### src/rtl/sf_seq_pkg.sv
package sf_seq_pkg;

    typedef enum logic [3:0] {
        ST_IDLE,
        ST_WREN,
        ST_WREN_GAP,
        ST_OPCODE,
        ST_ADDR,
        ST_DUMMY,
        ST_DATA,
        ST_POLL_GAP,
        ST_POLL_OP,
        ST_POLL_RD,
        ST_DONE
    } sf_state_e;

    typedef struct packed {
        logic [1:0] op_len;
        logic [2:0] adr_len;
        logic [1:0] op_lanes;
        logic [1:0] adr_lanes;
        logic [1:0] dat_lanes;
        logic [4:0] dummy;
        logic       wren;
        logic       poll;
        logic       write;
        logic       legal;
    } sf_cfg_t;

    localparam logic [15:0] SFS_OK      = 16'h0000;
    localparam logic [15:0] SFS_TIMEOUT = 16'h0001;
    localparam logic [15:0] SFS_BADCS   = 16'h0008;
    localparam logic [15:0] SFS_UNSUP   = 16'h000A;

    localparam logic [7:0] OPC_WREN = 8'h06;
    localparam logic [7:0] OPC_RDSR = 8'h05;

endpackage

### src/rtl/sf_seq_decode.sv
module sf_seq_decode
    import sf_seq_pkg::*;
#(
    parameter logic [3:0] LANE_OK = 4'b0111
) (
    input  logic [31:0] flags,
    output sf_cfg_t     cfg
);
    logic [1:0] mode;
    logic [1:0] wid;
    logic       rsv;

    always_comb begin
        mode = flags[6:5];
        wid  = flags[8:7];
        rsv  = (|flags[27:15]) | flags[30];
        cfg.op_len    = flags[1:0];
        cfg.adr_len   = flags[4:2];
        cfg.dummy     = flags[14:10];
        cfg.wren      = flags[28];
        cfg.poll      = flags[29];
        cfg.write     = flags[31];
        cfg.op_lanes  = (mode == 2'd3) ? wid : 2'd0;
        cfg.adr_lanes = (mode >= 2'd2) ? wid : 2'd0;
        cfg.dat_lanes = (mode != 2'd0) ? wid : 2'd0;
        cfg.legal     = !rsv && !flags[9] && ((mode == 2'd0) || LANE_OK[wid]);
    end
endmodule

### src/rtl/sf_seq_fsm.sv
module sf_seq_fsm
    import sf_seq_pkg::*;
#(
    parameter int CNT_W  = 16,
    parameter int POLL_W = 16
) (
    input  logic              clk,
    input  logic              rst_n,
    input  logic              start,
    input  sf_cfg_t           cfg_in,
    input  logic [CNT_W-1:0]  cnt_in,
    input  logic              cs_cmd,
    input  logic [15:0]       cs_action,
    input  logic [POLL_W-1:0] poll_max,
    input  logic [7:0]        buf_data,
    output logic              buf_pop,
    output logic              rd_valid,
    output logic [7:0]        rd_data,
    output logic              sh_req,
    output logic              sh_dummy,
    output logic              sh_dir,
    output logic [1:0]        sh_lanes,
    output logic [7:0]        sh_txd,
    output logic [4:0]        sh_ncyc,
    input  logic              sh_ack,
    input  logic [7:0]        sh_rxd,
    output logic              cs_n,
    output logic              done,
    output logic [15:0]       status
);
    sf_state_e          st_q, st_d;
    sf_cfg_t            cfg_q, cfg_c;
    logic [CNT_W-1:0]   dcnt_q, n_c, left_q;
    logic [POLL_W-1:0]  rnd_q;
    logic [POLL_W:0]    rnd_next;
    logic               poll_expire;
    logic [15:0]        stat_q;
    logic               hold_q;
    logic               seq_cs;
    logic               last_byte;

    assign cfg_c       = (st_q == ST_IDLE) ? cfg_in : cfg_q;
    assign n_c         = (st_q == ST_IDLE) ? cnt_in : dcnt_q;
    assign rnd_next    = {1'b0, rnd_q} + 1'b1;
    assign poll_expire = rnd_next >= {1'b0, poll_max};
    assign last_byte   = (left_q == CNT_W'(1));

    function automatic sf_state_e next_phase(input sf_state_e from, input sf_cfg_t c,
                                             input logic [CNT_W-1:0] n);
        logic pre_op, pre_adr, pre_dum, pre_dat;
        pre_op  = (from == ST_IDLE) || (from == ST_WREN_GAP);
        pre_adr = pre_op || (from == ST_OPCODE);
        pre_dum = pre_adr || (from == ST_ADDR);
        pre_dat = pre_dum || (from == ST_DUMMY);
        if (pre_op && c.op_len != 2'd0)       return ST_OPCODE;
        if (pre_adr && c.adr_len != 3'd0)     return ST_ADDR;
        if (pre_dum && c.dummy != 5'd0)       return ST_DUMMY;
        if (pre_dat && n != '0)               return ST_DATA;
        return c.poll ? ST_POLL_GAP : ST_DONE;
    endfunction

    function automatic logic [CNT_W-1:0] phase_len(input sf_state_e s, input sf_cfg_t c,
                                                   input logic [CNT_W-1:0] n);
        case (s)
            ST_OPCODE: return CNT_W'(c.op_len);
            ST_ADDR:   return CNT_W'(c.adr_len);
            ST_DATA:   return n;
            default:   return '0;
        endcase
    endfunction

    // next-state logic
    always_comb begin
        st_d = st_q;
        unique case (st_q)
            ST_IDLE: begin
                if (cs_cmd)                st_d = ST_DONE;
                else if (start) begin
                    if (!cfg_in.legal)     st_d = ST_DONE;
                    else if (cfg_in.wren)  st_d = ST_WREN;
                    else                   st_d = next_phase(ST_IDLE, cfg_c, n_c);
                end
            end
            ST_WREN:     if (sh_ack) st_d = ST_WREN_GAP;
            ST_WREN_GAP: st_d = next_phase(ST_WREN_GAP, cfg_c, n_c);
            ST_OPCODE,
            ST_ADDR,
            ST_DATA:     if (sh_ack && last_byte) st_d = next_phase(st_q, cfg_c, n_c);
            ST_DUMMY:    if (sh_ack) st_d = next_phase(ST_DUMMY, cfg_c, n_c);
            ST_POLL_GAP: st_d = ST_POLL_OP;
            ST_POLL_OP:  if (sh_ack) st_d = ST_POLL_RD;
            ST_POLL_RD: begin
                if (sh_ack) begin
                    if (!sh_rxd[0] || poll_expire) st_d = ST_DONE;
                    else                           st_d = ST_POLL_GAP;
                end
            end
            ST_DONE:     st_d = ST_IDLE;
            default:     st_d = ST_IDLE;
        endcase
    end

    // state and context registers
    always_ff @(posedge clk or negedge rst_n) begin
        if (!rst_n) begin
            st_q   <= ST_IDLE;
            cfg_q  <= '0;
            dcnt_q <= '0;
            left_q <= '0;
            rnd_q  <= '0;
            stat_q <= SFS_OK;
            hold_q <= 1'b0;
        end else begin
            st_q <= st_d;
            if (st_q != st_d)
                left_q <= phase_len(st_d, cfg_c, n_c);
            else if (sh_ack && sh_req && !sh_dummy)
                left_q <= left_q - 1'b1;
            if (st_q == ST_IDLE) begin
                if (cs_cmd) begin
                    if (cs_action == 16'd1)      begin hold_q <= 1'b1; stat_q <= SFS_OK; end
                    else if (cs_action == 16'd0) begin hold_q <= 1'b0; stat_q <= SFS_OK; end
                    else                         stat_q <= SFS_BADCS;
                end else if (start) begin
                    cfg_q  <= cfg_in;
                    dcnt_q <= cnt_in;
                    rnd_q  <= '0;
                    stat_q <= cfg_in.legal ? SFS_OK : SFS_UNSUP;
                end
            end
            if (st_q == ST_POLL_RD && sh_ack && sh_rxd[0]) begin
                rnd_q <= rnd_next[POLL_W-1:0];
                if (poll_expire) stat_q <= SFS_TIMEOUT;
            end
        end
    end

    // outputs
    always_comb begin
        sh_req   = 1'b0;
        sh_dummy = 1'b0;
        sh_dir   = 1'b0;
        sh_lanes = 2'd0;
        sh_txd   = 8'h00;
        sh_ncyc  = 5'd0;
        buf_pop  = 1'b0;
        rd_valid = 1'b0;
        seq_cs   = 1'b0;
        done     = 1'b0;
        unique case (st_q)
            ST_WREN: begin
                sh_req = 1'b1; sh_dir = 1'b1; sh_txd = OPC_WREN; seq_cs = 1'b1;
            end
            ST_OPCODE: begin
                sh_req = 1'b1; sh_dir = 1'b1; sh_lanes = cfg_q.op_lanes;
                sh_txd = buf_data; buf_pop = sh_ack; seq_cs = 1'b1;
            end
            ST_ADDR: begin
                sh_req = 1'b1; sh_dir = 1'b1; sh_lanes = cfg_q.adr_lanes;
                sh_txd = buf_data; buf_pop = sh_ack; seq_cs = 1'b1;
            end
            ST_DUMMY: begin
                sh_req = 1'b1; sh_dummy = 1'b1; sh_lanes = cfg_q.dat_lanes;
                sh_ncyc = cfg_q.dummy; seq_cs = 1'b1;
            end
            ST_DATA: begin
                sh_req   = 1'b1; sh_dir = cfg_q.write; sh_lanes = cfg_q.dat_lanes;
                sh_txd   = cfg_q.write ? buf_data : 8'h00;
                buf_pop  = sh_ack & cfg_q.write;
                rd_valid = sh_ack & ~cfg_q.write;
                seq_cs   = 1'b1;
            end
            ST_POLL_OP: begin
                sh_req = 1'b1; sh_dir = 1'b1; sh_txd = OPC_RDSR; seq_cs = 1'b1;
            end
            ST_POLL_RD: begin
                sh_req = 1'b1; seq_cs = 1'b1;
            end
            ST_DONE: done = 1'b1;
            default: ;
        endcase
    end

    assign cs_n    = ~(seq_cs | hold_q);
    assign rd_data = sh_rxd;
    assign status  = stat_q;
endmodule

### src/rtl/sf_sequencer.sv
module sf_sequencer
    import sf_seq_pkg::*;
#(
    parameter logic [3:0] LANE_OK = 4'b0111,
    parameter int         CNT_W   = 16,
    parameter int         POLL_W  = 16
) (
    input  logic              clk,
    input  logic              rst_n,
    input  logic              start,
    input  logic [31:0]       flags,
    input  logic [CNT_W-1:0]  count,
    input  logic              cs_cmd,
    input  logic [15:0]       cs_action,
    input  logic [POLL_W-1:0] poll_max,
    input  logic [7:0]        buf_data,
    output logic              buf_pop,
    output logic              rd_valid,
    output logic [7:0]        rd_data,
    output logic              sh_req,
    output logic              sh_dummy,
    output logic              sh_dir,
    output logic [1:0]        sh_lanes,
    output logic [7:0]        sh_txd,
    output logic [4:0]        sh_ncyc,
    input  logic              sh_ack,
    input  logic [7:0]        sh_rxd,
    output logic              cs_n,
    output logic              done,
    output logic [15:0]       status
);
    sf_cfg_t cfg_w;

    sf_seq_decode #(.LANE_OK(LANE_OK)) u_dec (
        .flags (flags),
        .cfg   (cfg_w)
    );

    sf_seq_fsm #(.CNT_W(CNT_W), .POLL_W(POLL_W)) u_fsm (
        .clk       (clk),
        .rst_n     (rst_n),
        .start     (start),
        .cfg_in    (cfg_w),
        .cnt_in    (count),
        .cs_cmd    (cs_cmd),
        .cs_action (cs_action),
        .poll_max  (poll_max),
        .buf_data  (buf_data),
        .buf_pop   (buf_pop),
        .rd_valid  (rd_valid),
        .rd_data   (rd_data),
        .sh_req    (sh_req),
        .sh_dummy  (sh_dummy),
        .sh_dir    (sh_dir),
        .sh_lanes  (sh_lanes),
        .sh_txd    (sh_txd),
        .sh_ncyc   (sh_ncyc),
        .sh_ack    (sh_ack),
        .sh_rxd    (sh_rxd),
        .cs_n      (cs_n),
        .done      (done),
        .status    (status)
    );
endmodule

### config.mk
export PLATFORM = sky130hd
export DESIGN_NAME = sf_sequencer
export DESIGN_NICKNAME = d
export VERILOG_FILES = /design/src/rtl/sf_seq_pkg.sv /design/src/rtl/sf_seq_decode.sv /design/src/rtl/sf_seq_fsm.sv /design/src/rtl/sf_sequencer.sv
export SDC_FILE = /design/constraint.sdc
export NUM_CORES = 1
export LEC_CHECK = 0
export ABC_AREA = 1
export BUFFER_PORTS_ARGS = -buffer_cell sky130_fd_sc_hd__buf_2
export CAP_MARGIN = 20
export CORE_ASPECT_RATIO = 1.4
export CORE_MARGIN = 8
export CORE_UTILIZATION = 56
export CTS_CLUSTER_SIZE = 40
export DETAILED_ROUTE_END_ITERATION = 8
export GPL_ROUTABILITY_DRIVEN = 1
export HOLD_SLACK_MARGIN = 0.12
export PLACE_DENSITY = 0.82
export SLEW_MARGIN = 40
export SYNTH_ARGS = -nofsm -noshare
export SYNTH_HDL_FRONTEND = slang
export SYNTH_HIERARCHICAL = 1
export SYNTH_SLANG_ARGS = --single-unit
### constraint.sdc
create_clock -name clk -period 4.85 [get_ports clk]
set_input_delay 0.485 -clock clk [delete_from_list [all_inputs] [get_ports clk]]
set_output_delay 0.485 -clock clk [all_outputs]
set_load 0.01 [all_outputs]
# Yosys cells after proc, flatten, opt, wreduce, memory -nomap -nowiden
# Index checks and enable logic that the tools add are counted.
[totals]
register_bits = 89
inputBits = 101
out_inout_bits = 46
wordCells = 216
[op_classes]
addsub = 2
magnitude_cmp = 3
eq_ne = 18
n_mux = 128
bitwise_logic = 7
reduce_logical = 42
[ops]
columns = ["operator", "count"]
rows = [
  ["16-bit two-way mux", 13],
  ["4-bit two-way mux", 35],
  ["1-bit two-way mux", 67],
  ["16-bit one-hot mux with 3 select lines", 1],
  ["16-bit by 1-bit equality test with 1-bit output (second input constant)", 2],
  ["4-bit one-hot mux with 8 select lines", 1],
  ["8-bit one-hot mux with 4 select lines", 1],
  ["4-bit by 3-bit equality test with 1-bit output (second input constant)", 6],
  ["20-bit two-way mux", 1],
  ["16-bit by 1-bit adder with 17-bit output (second input constant)", 1],
  ["17-bit by 16-bit greater-or-equal comparator with 1-bit output", 1],
  ["16-bit zero test", 1],
  ["16-bit nonzero test", 1],
  ["16-bit by 1-bit subtractor with 16-bit output (second input constant)", 1],
  ["13-bit OR reduction", 1],
  ["4-bit by 2-bit equality test with 1-bit output (second input constant)", 3],
  ["4-bit equality test (second input constant)", 3],
  ["2-bit nonzero test", 6],
  ["1-bit logical AND", 11],
  ["3-bit AND reduction", 3],
  ["8-bit two-way mux", 1],
  ["7-bit OR reduction", 1],
  ["1-bit logical OR", 6],
  ["2-bit two-way mux", 3],
  ["other kinds (21)", 30],
]

# Longest topological paths before layout
[depth]
word_depth = 46
ltp_mapped = 36
ltp_nobuf = 36

# By module
# The synthesis kept the hierarchy.
[by_module_without_submodules]
columns = ["module", "instances", "cells_per_inst", "area_per_inst_um2"]
rows = [
  ["sf_seq_fsm", 1, 923, 6292.3],
  ["sf_seq_decode", 1, 48, 242.7],
]

# Worst setup path after synthesis
# Ideal clock, no wire load.
[synth_timing]
kind = "reg-to-reg"
from = "register u_fsm.rnd_q[2]"
to = "register u_fsm.left_q[9]"
setup_time_ns = 0.117
t_arrival_ns = 3.516
required_ns = 4.733
path_slack_ns = 1.217
stages_incl_launch_ff = 31
path_cell_list = "dfrtp_1 -> inv_1 -> nor3_1 -> nand3_1 -> nor2_1 -> inv_1 -> nor2_1 -> inv_1 -> o21ai_0 -> inv_1 -> or2_2 -> inv_1 -> ha_1 -> nand2_1 -> inv_1 -> nand2_1 -> nor2_1 -> a31o_2 -> nor2_1 -> nand3_1 -> o21ai_0 -> nand2_1 -> nand2_1 -> inv_1 -> nand3_1 -> nand2_1 -> nor2_4 -> nand3_2 -> buf_2 -> nor2_1 -> nor2_1"
[synth_via]
elab_chain_len = 9
[synth_lines]
columns = ["item", "line_no", "source"]
rows = [
  ["start: declaration", "sf_seq_fsm.sv:34", "logic [POLL_W-1:0] rnd_q;"],
  ["start signal: assignment", "sf_seq_fsm.sv:132", "rnd_q <= rnd_next[POLL_W-1:0];"],
  ["16-bit by 1-bit adder with 17-bit output (*)", "sf_seq_fsm.sv:44", "assign rnd_next = {1'b0, rnd_q} + 1'b1;"],
  ["17-bit by 16-bit greater-or-equal comparator with 1-bit output (*)", "sf_seq_fsm.sv:45", "assign poll_expire = rnd_next >= {1'b0, poll_max};"],
  ["1-bit logical OR (*)", "sf_seq_fsm.sv:94", "if (!sh_rxd[0] || poll_expire) st_d = ST_DONE;"],
  ["4-bit two-way mux (*)", "sf_seq_fsm.sv:94", ""],
  ["4-bit two-way mux (*)", "sf_seq_fsm.sv:93", "if (sh_ack) begin"],
  ["4-bit one-hot mux with 8 select lines (*)", "sf_seq_fsm.sv:75", "unique case (st_q)"],
  ["4-bit by 3-bit equality test with 1-bit output / 4-bit by 2-bit equality test with 1-bit output (equally long branches)", "sf_seq_fsm.sv:64", "case (s)"],
  ["16-bit one-hot mux with 3 select lines", "sf_seq_fsm.sv:64", ""],
  ["16-bit two-way mux", "sf_seq_fsm.sv:115", "if (st_q != st_d)"],
  ["end signal: assignment", "sf_seq_fsm.sv:116", "left_q <= phase_len(st_d, cfg_c, n_c);"],
  ["end signal: assignment", "sf_seq_fsm.sv:118", "left_q <= left_q - 1'b1;"],
  ["end: declaration", "sf_seq_fsm.sv:33", "logic [CNT_W-1:0] dcnt_q, n_c, left_q;"],
]
# Every way passes the cells marked *; elsewhere a longest branch is shown, timed or not.
# A chain may end at the register's enable or synchronous reset.

# Worst setup path in the final report
[layout_timing]
from = "register u_fsm.rnd_q[2]"
to = "register u_fsm.left_q[2]"
# The elaborated chain is that of the path after synthesis.

==> out/metrics.yaml <==
diodes: 0
gr-total-overflow: 0
die_area_mm2: 0.01543
mostFrequentLayoutCell: "nand2_1"
p_leak_uw: 0.004273
vias: 6333
hpwlAfterDp_mm: 13.04
crit_top_cell: "nand2_1"
drcViolationCount: 0
ant_nets: 0
die_h_um: 143.8
maxCapViolCount: 0
r2r-end: "u_fsm/left_q[2]"
min_period_ps: 4192
period_share: 0.8643
cts_buffer_depth: 2
grt_max_degree: 56
ios: 147
path_depth: 34
finalClockSkew_ps: 4.730
clk_latency_ps: 330
pwr_density_cell_mw_per_mm2: 579.6
synthSimpleGateAreaFrac: 0.3496
hold_start: "flags[31]"
grt_pass1_vias: 6264
cts_root_buf: "clkbuf_16"
total_power_uw: 4278
drt_first_iter_violations: 237
critPathBufInv: 9
hold_slack_ps: 397.9
place.gp.congestion: 0.9627
hold_end: "u_fsm/cfg_q[1]"
timing.final.ws_setup_ps: 658.4
syn-instance-count: 971
timing.slew.headroom: 0.4722
ir_drop_mv: 0.3548
ys_seq_elements: 87
synthMuxAreaShare: 0.03427
yosys_warnings: 6
critPathCaptureType: "flip-flop"
ff2ff_setup_slack_ps: 660
firstDrtPassIters: 4
antenna_found_initial: 0
path_class: "flip-flop to flip-flop"
synth-xor-area-share: 0.02144
wl_per_cell_um: 13.54
fillCellCount: 1031
critPathMaxStageDelay_ps: 370
clock.fmax_mhz: 238.6
cts_buffers: 9
startpoint_type: "flip-flop"
viasPerCell: 5.187
rsz0062_at_grt: "false"
dieWidth_um: 107.3
hold_violations: 0
fp-row-count: 46
synth_fp_nets: 1091
wirelength_mm: 16.54
critPathMaxFanout: 13
dp_slack_ps: 593.3
synth_compound_area_frac: 0.08271
critPathArrivalTime_ps: 4420
ys_types: 46
portBuffers: 132
clock-sinks: 87
tightest_slew_ps: 791.7
rr_startpoint: "u_fsm/rnd_q[2]"
hold_depth: 2
ff2ff_path_depth: 34
path_delay_family: "simple AND/OR/NAND/NOR gates"
layout_common_cells: "nand2_1, inv_1, nor2_1, buf_2, dfrtp_1"
syn-cell-area_mm2: 0.006535
final_util: 0.6511
cts_tree: "yes"
drive_above_1_share: 0.1996
clk_pin_slew_ps: 60
synth_fa_ha_area_frac: 0.03638
status: "complete, no violations"
track_usage: 0.2180
synth_top_family_by_area: "simple AND/OR/NAND/NOR gates"
synth_seq_area_share: 0.3331
worst_path_max_delay_cell: "dfrtp_1"
post_cts_buffers: 0
area_growth_pct: 12.96
slew_viol_final: 0
required_ps: 5080
setup_viol: 0
avgSynthCellArea_um2: 6.730
grt_pass1_wl_mm: 27.70
fin_nets: 1193
tns_ps: 0
hp-class: "input pin to flip-flop"
initial_core_util: 0.5764
htreeDepth: 3
core_area_mm2: 0.01134
-- kinds of logic after synthesis --
| family | after synthesis |
|---|---|
| compound gates | 95 |
| xor+xnor | 16 |
| fa+ha+maj | 19 |
| buf+inv | 211 |
| flops | 87 |
| mux | 20 |
| simple gates | 523 |
-- what timing repair did --
| action | 4_1_cts | 5_1_grt |
|---|---|---|
| resized for setup | 0 | 1 |
| hold endpoints to repair | 33 | 0 |
| hold buffers | 1 | 0 |
| endpoints found under the setup margin | 0 | 5 |
-- report_power, final --
part | leakage [uW] | total [uW] | switching (uW) | internal (uW)
Sequential | 0.00113 | 1170 | 185 | 985
Combinational | 0.00301 | 2490 | 1640 | 847
Clock | 0.000131 | 617 | 262 | 355
-- registers in the layout (all words and copies together) (netlist names) --
register      cells
u_fsm/hold_q      1
u_fsm/status     16
u_fsm/rnd_q      16
u_fsm/st_q        4
u_fsm/left_q     16
u_fsm/cfg_q      18
u_fsm/dcnt_q     16
-- Yosys cell counts (all sizes together) --
cell,instances,area share
nand2,261,0.15
nor3b,3,0.0034
a21boi,1,0.0029
dfrtp,87,0.33
inv,163,0.094
nor2,147,0.095
a211oi,1,0.0011
nor4,4,0.0038
o21bai,1,0.0017
and2,1,0.00096
buf,35,0.041
clkinv,2,0.0011
mux2,19,0.033
nand3b,1,0.0011
o211ai,1,0.0011
a31o,1,0.0013
mux2i,1,0.0015
a31oi,3,0.0029
o22ai,5,0.0048
or4,1,0.0011
nand3,72,0.061
nor3,11,0.0084
o221ai,1,0.0013
ha,19,0.036
nand4,18,0.017
xor2,12,0.016
or2,4,0.0038
xnor2,4,0.0054
a21oi,28,0.021
o21ai,53,0.044
clkbuf,11,0.0063
-- worst max-delay path by stage --
stage / startpoint / to / slack (ps)
final: u_fsm/rnd_q[2] / u_fsm/left_q[2] / 660
after global routing: u_fsm/rnd_q[2] / u_fsm/left_q[2] / 70
after CTS: u_fsm/rnd_q[2] / u_fsm/left_q[2] / 590
after detailed placement: u_fsm/rnd_q[2] / u_fsm/left_q[2] / 590
after global placement: u_fsm/rnd_q[2] / u_fsm/left_q[2] / 740
after floorplan: u_fsm/rnd_q[2] / u_fsm/left_q[9] / 1220
-- final cells by class --
| cell class | instances | area, um^2 | area share |
|---|---|---|---|
| well taps | 144 | 180.2 | 0.02441 |
| inverters | 165 | 621.8 | 0.08424 |
| multi-input cells | 673 | 3435 | 0.4653 |
| flip-flops and latches | 87 | 2177 | 0.2949 |
| repair buffers | 137 | 703.2 | 0.09525 |
| clock buffers | 11 | 242.7 | 0.03288 |
| clock inverters | 4 | 22.52 | 0.003051 |
-- metal layers --
metal	routed length, um	up-vias	global-route usage
li1	-	3217	-
met1	6633	2902	0.2421
met2	8644	169	0.3907
met3	696	45	0.03720
met4	561	0	0.1048
met5	0	-	0
-- through the flow --
step | cells | area [um^2]
2_1_floorplan | 971 | 6535
3_3_place_gp | 1205 | 7102
3_5_place_dp | 1205 | 7102
4_1_cts | 1221 | 7377
5_1_grt | 1221 | 7382
6_report | 1221 | 7382
Power figures use the tool's default switching activity.
